--- config.mk ---
export PLATFORM = sky130hd
export DESIGN_NAME = pal_array
export DESIGN_NICKNAME = d
export VERILOG_FILES = /design/src/rtl/pal_pkg.sv /design/src/rtl/pal_cfg_chain.sv /design/src/rtl/pal_and_or.sv /design/src/rtl/pal_loop_check.sv /design/src/rtl/pal_array.sv
export SDC_FILE = /design/constraint.sdc
export NUM_CORES = 1
export LEC_CHECK = 0
export BUFFER_PORTS_ARGS = -buffer_cell sky130_fd_sc_hd__buf_2
export CAP_MARGIN = 15
export CORE_AREA = 2 2 172 123
export CTS_CLUSTER_DIAMETER = 30
export DETAILED_ROUTE_END_ITERATION = 6
export DIE_AREA = 0 0 174 125
export GPL_ROUTABILITY_DRIVEN = 0
export PLACE_DENSITY_LB_ADDON = 0.1
export SYNTH_ARGS = -nofsm -noshare
export SYNTH_HDL_FRONTEND = slang
export SYNTH_SLANG_ARGS = --single-unit
--- constraint.sdc ---
create_clock -name clk -period 5.8 [get_ports clk]
set_clock_uncertainty 0.2 [all_clocks]
set_input_delay 0.29 -clock clk [delete_from_list [all_inputs] [get_ports clk]]
set_output_delay 0.29 -clock clk [all_outputs]
set_load 0.05 [all_outputs]
--- src/rtl/pal_pkg.sv ---
package pal_pkg;
    // offset of the mode bit inside a section slice
    localparam int MODE_OFS = 0;
    // offset of the first row literal bit inside a section slice
    localparam int ROW_OFS  = 1;

    // literal column of signal sig, complemented when inv is set
    function automatic int lit_col(input int sig, input bit inv);
        return 2 * sig + (inv ? 1 : 0);
    endfunction
endpackage

--- src/rtl/pal_cfg_chain.sv ---
module pal_cfg_chain #(
    parameter int CFG_W = 196
) (
    input  logic             clk,
    input  logic             rst_n,
    input  logic             shift_en,
    input  logic             shift_in,
    output logic [CFG_W-1:0] cfg_o
);
    typedef struct packed {
        logic [CFG_W-1:0] bits;
    } chain_t;

    chain_t st_d, st_q;

    always_comb begin
        st_d = st_q;
        if (shift_en) begin
            st_d.bits = {st_q.bits[CFG_W-2:0], shift_in};
        end
        if (!rst_n) begin
            st_d.bits = '0;
        end
    end

    always_ff @(posedge clk) begin
        st_q <= st_d;
    end

    assign cfg_o = st_q.bits;
endmodule

--- src/rtl/pal_and_or.sv ---
module pal_and_or #(
    parameter int N_IN  = 4,
    parameter int N_OUT = 4,
    parameter int P_PER = 3
) (
    input  logic [N_IN+N_OUT-1:0]           sig_i,
    input  logic [N_OUT*P_PER*2*(N_IN+N_OUT)-1:0] cut_i,
    output logic [N_OUT-1:0]                or_o
);
    import pal_pkg::*;

    localparam int N_SIG  = N_IN + N_OUT;
    localparam int N_LIT  = 2 * N_SIG;
    localparam int N_ROWS = N_OUT * P_PER;

    logic [N_LIT-1:0]  lit;
    logic [N_ROWS-1:0] prod;

    for (genvar s = 0; s < N_SIG; s++) begin : g_lit
        assign lit[lit_col(s, 1'b0)] = sig_i[s];
        assign lit[lit_col(s, 1'b1)] = ~sig_i[s];
    end

    // a removed literal reads as 1, so it drops out of the AND
    for (genvar r = 0; r < N_ROWS; r++) begin : g_row
        assign prod[r] = &(lit | cut_i[r*N_LIT +: N_LIT]);
    end

    // each section sums only its own dedicated rows
    for (genvar k = 0; k < N_OUT; k++) begin : g_sum
        assign or_o[k] = |prod[k*P_PER +: P_PER];
    end
endmodule

--- src/rtl/pal_loop_check.sv ---
module pal_loop_check #(
    parameter int N_IN  = 4,
    parameter int N_OUT = 4,
    parameter int P_PER = 3
) (
    input  logic [N_OUT*P_PER*2*(N_IN+N_OUT)-1:0] cut_i,
    input  logic [N_OUT-1:0]                      mode_i,
    output logic                                  err_o
);
    localparam int N_SIG = N_IN + N_OUT;
    localparam int N_LIT = 2 * N_SIG;

    logic [N_OUT-1:0][N_OUT-1:0] dep;
    logic [N_OUT-1:0][N_OUT-1:0] reach;
    logic [N_LIT-1:0]            row;
    logic                        live;

    always_comb begin
        dep   = '0;
        row   = '0;
        live  = 1'b0;
        // direct edges: combinational section j reads combinational section k
        for (int j = 0; j < N_OUT; j++) begin
            for (int r = 0; r < P_PER; r++) begin
                row  = cut_i[(j*P_PER + r)*N_LIT +: N_LIT];
                live = 1'b1;
                for (int s = 0; s < N_SIG; s++) begin
                    if (!row[2*s] && !row[2*s+1]) begin
                        live = 1'b0;
                    end
                end
                for (int k = 0; k < N_OUT; k++) begin
                    if (live && !mode_i[j] && !mode_i[k] &&
                        (!row[2*(N_IN+k)] || !row[2*(N_IN+k)+1])) begin
                        dep[j][k] = 1'b1;
                    end
                end
            end
        end
        // transitive closure
        reach = dep;
        for (int it = 0; it < N_OUT; it++) begin
            for (int j = 0; j < N_OUT; j++) begin
                for (int k = 0; k < N_OUT; k++) begin
                    if (reach[j][k]) begin
                        reach[j] = reach[j] | dep[k];
                    end
                end
            end
        end
        err_o = 1'b0;
        for (int j = 0; j < N_OUT; j++) begin
            err_o = err_o | reach[j][j];
        end
    end
endmodule

--- src/rtl/pal_array.sv ---
module pal_array #(
    parameter int N_IN  = 4,
    parameter int N_OUT = 4,
    parameter int P_PER = 3
) (
    input  logic             clk,
    input  logic             rst_n,
    input  logic             cfg_en,
    input  logic             cfg_in,
    input  logic [N_IN-1:0]  pin_in,
    output logic [N_OUT-1:0] pin_out,
    output logic             cfg_err
);
    import pal_pkg::*;

    localparam int N_SIG    = N_IN + N_OUT;
    localparam int N_LIT    = 2 * N_SIG;
    localparam int ROW_BITS = P_PER * N_LIT;
    localparam int SEC_W    = ROW_OFS + ROW_BITS;
    localparam int CFG_W    = N_OUT * SEC_W;

    typedef struct packed {
        logic [N_OUT-1:0] q;
    } regs_t;

    regs_t st_d, st_q;

    logic [CFG_W-1:0]          cfg_bits;
    logic [N_OUT-1:0]          mode;
    logic [N_OUT*ROW_BITS-1:0] cut;
    logic [N_OUT-1:0]          or_res;

    pal_cfg_chain #(.CFG_W(CFG_W)) u_chain (
        .clk      (clk),
        .rst_n    (rst_n),
        .shift_en (cfg_en),
        .shift_in (cfg_in),
        .cfg_o    (cfg_bits)
    );

    for (genvar k = 0; k < N_OUT; k++) begin : g_split
        assign mode[k] = cfg_bits[k*SEC_W + MODE_OFS];
        assign cut[k*ROW_BITS +: ROW_BITS] = cfg_bits[k*SEC_W + ROW_OFS +: ROW_BITS];
    end

    // unrolled evaluation passes settle acyclic combinational chains
    for (genvar g = 0; g < N_OUT; g++) begin : g_pass
        logic [N_OUT-1:0] fb_in;
        logic [N_OUT-1:0] or_v;
        logic [N_OUT-1:0] fb_out;

        if (g == 0) begin : g_first
            assign fb_in = mode & st_q.q;
        end else begin : g_next
            assign fb_in = g_pass[g-1].fb_out;
        end

        pal_and_or #(.N_IN(N_IN), .N_OUT(N_OUT), .P_PER(P_PER)) u_eval (
            .sig_i ({fb_in, pin_in}),
            .cut_i (cut),
            .or_o  (or_v)
        );

        assign fb_out = (mode & st_q.q) | (~mode & or_v);
    end

    assign or_res  = g_pass[N_OUT-1].or_v;
    assign pin_out = g_pass[N_OUT-1].fb_out;

    pal_loop_check #(.N_IN(N_IN), .N_OUT(N_OUT), .P_PER(P_PER)) u_loop (
        .cut_i  (cut),
        .mode_i (mode),
        .err_o  (cfg_err)
    );

    always_comb begin
        st_d = st_q;
        if (!cfg_en) begin
            st_d.q = or_res;
        end
        if (!rst_n) begin
            st_d.q = '0;
        end
    end

    always_ff @(posedge clk) begin
        st_q <= st_d;
    end
endmodule

======== Word level (Yosys, flattened, before mapping) ========
Index checks and enable logic that the tools add are counted.
word-level totals
  output and inout port bits .............. 5
  bits of input ports ..................... 8
  bits in registers ....................... 200
cells by class
  mux-type cells .......................... 208
  bitwise gates (word level) .............. 145
  reduce and logical (&&, ||, !) cells .... 512
operators with widths
  kind                  number
  16-bit OR             48
  16-bit AND reduction  48
  4-bit OR              65
  4-bit 2-to-1 mux      61
  1-bit logical AND     204
  1-bit logical NOT     196
  1-bit 2-to-1 mux      145
  1-bit logical OR      48
  3-bit OR reduction    16
  4-bit AND             5
  1-bit NOT             20
  4-bit NOT             1
  1-bit OR              4
  3-bit 2-to-1 mux      1
  3-bit OR              1
  2-bit 2-to-1 mux      1
  2-bit OR              1

======== Longest topological paths before layout ========
  depth in word-level cells ............... 51
  depth in mapped cells ................... 20
  depth with buffers taken out ............ 15

======== Hierarchy ========
A second synthesis with hierarchy kept.
second synthesis, totals
  cell total of the unflattened synthesis .. 1498
  area, all modules ....................... 14383.8 um^2
by module, submodules not included
  module          area an instance (um^2)  instances  cells an instance
  pal_cfg_chain   7474.7                   1          631
  pal_and_or      1272.5                   4          143
  pal_loop_check  1492.7                   1          242
  pal_array       326.6                    1          53

======== Worst setup path after synthesis ========
OpenSTA, ideal clock, no wires.
  path kind ............................... reg-to-output
  start ................................... reg u_chain.st_q (netlist bit u_chain.cfg_o[183])
  end ..................................... out pin_out[3]
  cell stages (with the launch flop) ...... 19
  data arrival time ....................... 4.974 ns
  path slack .............................. 0.336 ns
  buffers on the path ..................... 3
  cells stage by stage .................... dfxtp_1 -> mux2i_1 -> or4_4 -> or4_4 -> a41oi_4 -> buf_6 -> mux2i_1 -> nor2_1 -> nor4b_1 -> o41a_2 -> buf_4 -> mux2i_1 -> nor4_2 -> o41ai_4 -> buf_6 -> mux2i_1 -> or4_4 -> o41ai_2 -> o31a_1
between the ends
  word-level cells in the longest chain between the ends .. 23
ends and longest elaborated chain
  element                 line                 source
  start, declared         pal_cfg_chain.sv:14  chain_t st_d, st_q;
  start signal, assigned  pal_cfg_chain.sv:27  st_q <= st_d;
  16-bit OR               pal_and_or.sv:26     assign prod[r] = &(lit | cut_i[r*N_LIT +: N_LIT]);
  16-bit AND reduction    pal_and_or.sv:26
  3-bit OR reduction      pal_and_or.sv:31     assign or_o[k] = |prod[k*P_PER +: P_PER];
  4-bit AND               pal_array.sv:64      assign fb_out = (mode & st_q.q) | (~mode & or_v);
  4-bit OR                pal_array.sv:64
  1-bit NOT               pal_and_or.sv:21     assign lit[lit_col(s, 1'b1)] = ~sig_i[s];
  16-bit OR               pal_and_or.sv:26
  16-bit AND reduction    pal_and_or.sv:26
  (+7 left out)           -
  4-bit AND               pal_array.sv:64
  4-bit OR                pal_array.sv:64
  1-bit NOT               pal_and_or.sv:21
  16-bit OR               pal_and_or.sv:26
  16-bit AND reduction    pal_and_or.sv:26
  3-bit OR reduction (*)  pal_and_or.sv:31
  4-bit AND (*)           pal_array.sv:64
  4-bit OR (*)            pal_array.sv:64
  end, declared           pal_array.sv:11      output logic [N_OUT-1:0] pin_out,
Every way passes the cells marked *; elsewhere a longest branch is shown, timed or not.

======== Worst setup path in the final report ========
  start ................................... reg u_chain.st_q (netlist bit u_chain.cfg_o[0])
  end ..................................... out pin_out[3]
between the ends
  word-level cells in the longest chain between the ends .. 25
ends and longest elaborated chain
  element                 line
  4-bit AND               pal_array.sv:53, pal_array.sv:64
  1-bit NOT               pal_and_or.sv:21
  16-bit OR               pal_and_or.sv:26
  16-bit AND reduction    pal_and_or.sv:26
  3-bit OR reduction      pal_and_or.sv:31
  4-bit AND               pal_array.sv:64
  4-bit OR                pal_array.sv:64
  1-bit NOT               pal_and_or.sv:21
  (+9 left out)           -
  4-bit AND               pal_array.sv:64
  4-bit OR (*)            pal_array.sv:64
  1-bit NOT               pal_and_or.sv:21
  16-bit OR               pal_and_or.sv:26
  16-bit AND reduction    pal_and_or.sv:26
  3-bit OR reduction (*)  pal_and_or.sv:31
  4-bit AND (*)           pal_array.sv:64
  4-bit OR (*)            pal_array.sv:64
Marks and branches as above.

==> reports/results.tsv <==
metric	value	unit
VDD IR-drop max	0.246	mV
TritonCTS clock tree	yes	
crit end category	output port	
first-pass GRT wire length	59.3	mm
CTS H-Tree Depth	4	
Core ar.	0.0203	mm²
die height	125	µm
min-delay worst type	in -> reg	
Simple-Gate Fraction of Synth Area	19.2	%
Mapped Cells	1369	
Overflow after GRT	0	
final hold viol count	0	
sw power	675	µW
YS warnings	0	
number of global-route vias before repair	10500	
Synth area leader	dfxtp_1	
1st-pass router iterations	6	
port bufs	12	
crit path max fanout	8	
Power Internal	2.11	mW
IO Pins	13	
PD cells	186	mW/mm²
global-route usage over all layers	34.5	%
share of cells above drive strength 1	23.3	%
Max-Cap Viols	0	
CTS clk-pin slew, worst paths	0.08	ns
Post-Syn Nets	1377	
pin count of the biggest net entering global routing	113	
multiplexer share of the synthesized area	31.4	%
Synth Area in Compound Gates	12.0	%
Setup TNS	-0.510	ns
synth top area cells	dfxtp_1, mux2i_1, nor2b_1	
DR WL/cell	21.9	µm
Clk Latency, worst-skew pair	0.45	ns
CTS max path bufs	2	
Residual DRC	0	
Syn Std Cell Area	0.0127	mm²
pre-CTS WS	-0.0937	ns
FP Rows	44	
unique cell type count in the Yosys netlist	84	
number of synthesized flops with an enable pin	0	
Max Clk Rate	168	MHz
Critical Path RT	5.31	ns
die width	174	µm
P&R area growth vs syn	17.5	%
min Tclk post-route	5.96	ns
CTS buffer count	17	
DRT iter0 DRCs	1443	
CTS sink cnt	200	
most frequent cell after synthesis	mux2i_1	
worst-margin pin slew	1.09	ns
Sequential Power Share	49.4	%
sequential share of the synthesized area	31.5	%
worst setup margin	-0.160	ns
fin nets	1461	
# diodes	0	
Final HPWL DP	25.6	mm
RSZ-0062 raised after global routing	true	
Commonest cells post-synth	mux2i_1, dfxtp_1, nor2b_1	
Synth Register Bits	200	
failing checks	negative setup slack	
Synth Area in Adders	0	%
Die ar.	0.0218	mm²
sw frac	24.2	%
Avg Vias per Cell	6.42	
Clock Tree Root	clkbuf_16	
Primary FF master, synth	dfxtp_1	
Syn Area/Cell	9.30	µm²
crit path launch type	flip-flop	
post-route ant nets	0	
Pleak	6.14	nW
post-synth top area share	31.5	%
final wirelength	38.2	mm
final setup violating endpoints	4	
Comb pwr share	6.2	%
Post-Synth XOR/XNOR Area	0	%
Post-synth ARST share	0	%
WP data arrival	5.47	ns
outcome	finished with violations	
via count	11200	
Clk pwr share	44.3	%
Tcrit/Tclk final	103	%
Final Max Tran Viols	0	
main combinational cell family by area after synthesis	multiplexers	
Crit Path Class	reg -> out	
worst rel slew slack	27.5	%
Initial Util	62.8	%
initial antenna violation count	2	
-- sequential cells by signal (all words and copies together), names as in the netlist --
signal,count
u_chain.cfg_o,196
st_q,4
-- power by group through the flow --
stage	clock, mW	sequential, mW	combinational, mW
3_5_place_dp	0	1.41	0.167
6_report	1.24	1.38	0.174
5_1_grt	1.30	1.38	0.180
3_3_place_gp	0	1.41	0.167
2_1_floorplan	0	1.41	0.133
4_1_cts	1.25	1.38	0.170
-- worst paths after layout --
check	cells after the start	end	start	slack [ns]
min	2	u_chain.cfg_o[37]$_SDFFE_PN0P_	rst_n	0.30
max	21	pin_out[3]	u_chain.cfg_o[0]$_SDFFE_PN0P_	-0.16
min reg2reg	2	u_chain.cfg_o[182]$_SDFFE_PN0P_	u_chain.cfg_o[182]$_SDFFE_PN0P_	0.34
max reg2reg	21	st_q[2]$_SDFFE_PN0N_	u_chain.cfg_o[0]$_SDFFE_PN0P_	0.65
-- critical path, cell delays in order, from the launching register on --
cell	delay, ns
dfxtp_4	0.41
nand2_4	0.19
buf_4	0.23
mux2i_2	0.27
nor4b_2	0.08
buf_4	0.16
buf_4	0.14
a2111o_1	0.54
nand2_1	0.18
nor2_1	0.05
nor4_1	0.30
o41a_2	0.28
buf_12	0.16
mux2i_1	0.22
o41ai_2	0.10
a211oi_2	0.30
buf_4	0.28
mux2i_1	0.11
or4_4	0.43
o41ai_4	0.07
o31a_1	0.30
buf_6	0.20
-- metrics by stage --
step / hold WS, ns / utilization, % / std cells / instance area, µm² / total power, mW
final: 0.297 / 73.8 / 1742 / 15000 / 2.79
after global routing: 0.362 / 73.8 / 1742 / 15000 / 2.86
after CTS: 0.315 / 72.2 / 1727 / 14600 / 2.80
after detailed placement: 0.346 / 67.4 / 1675 / 13700 / 1.58
after global placement: 0.337 / 67.4 / 1675 / 13700 / 1.58
after floorplan: 0.260 / - / 1369 / 12700 / 1.54
-- cell families (layout without fill, tap and decap cells) --
logic type             after synthesis  in the layout
and+or+nand+nor                    417            417
muxes                              394            394
buffers and inverters              145            242
AOI/OAI and AO/OA                  213            213
DFF                                200            200
-- repair_timing --
action / 4_1_cts / 5_1_grt
hold endpoints to repair: 1 / 0
resized for setup: 43 / 38
gates cloned: 2 / 0
setup endpoints to repair: 4 / 4
hold buffers: 1 / 0
buffers inserted: 18 / 16
pin swaps: 21 / 28
-- placed cells by master, fill, tap and decap left out, types with 7 or more instances in the layout --
cell,Yosys,layout
nor4_2,4,13
a21boi_0,9,8
buf_4,4,173
nand2_1,31,31
buf_6,10,10
nand4_1,7,7
o21ai_0,12,12
mux2_2,30,29
nor2_1,66,66
o2111ai_1,14,14
nand3_1,13,13
inv_1,10,10
a21oi_1,69,68
mux2i_2,0,7
dfxtp_2,0,8
nor4_1,26,14
mux2_1,7,7
nor2b_1,196,196
and3_1,10,10
o22ai_1,36,36
mux2i_1,356,345
clkbuf_16,0,17
nor3_1,24,23
a21o_1,10,10
dfxtp_1,200,189
-- cell type report --
cell class | count | area, µm²
tap | 276 | 345
clock buffer | 18 | 439
multi-input combinational | 1024 | 8280
timing repair buffer | 200 | 1660
fill | 1562 | 5310
sequential | 200 | 4030
clock inverter | 14 | 164
inverter | 10 | 37.5
-- metal layers --
metal	share of wire, %	vias up	wire, µm	track usage [%]
met4	3.4	4	1300	13.1
met2	41	660	15500	48.2
met3	11	141	4150	8.94
met1	45	5251	17200	50.5
met5	0.081	-	31	0
li1	-	5129	-	-
Power figures use the tool's default switching activity.
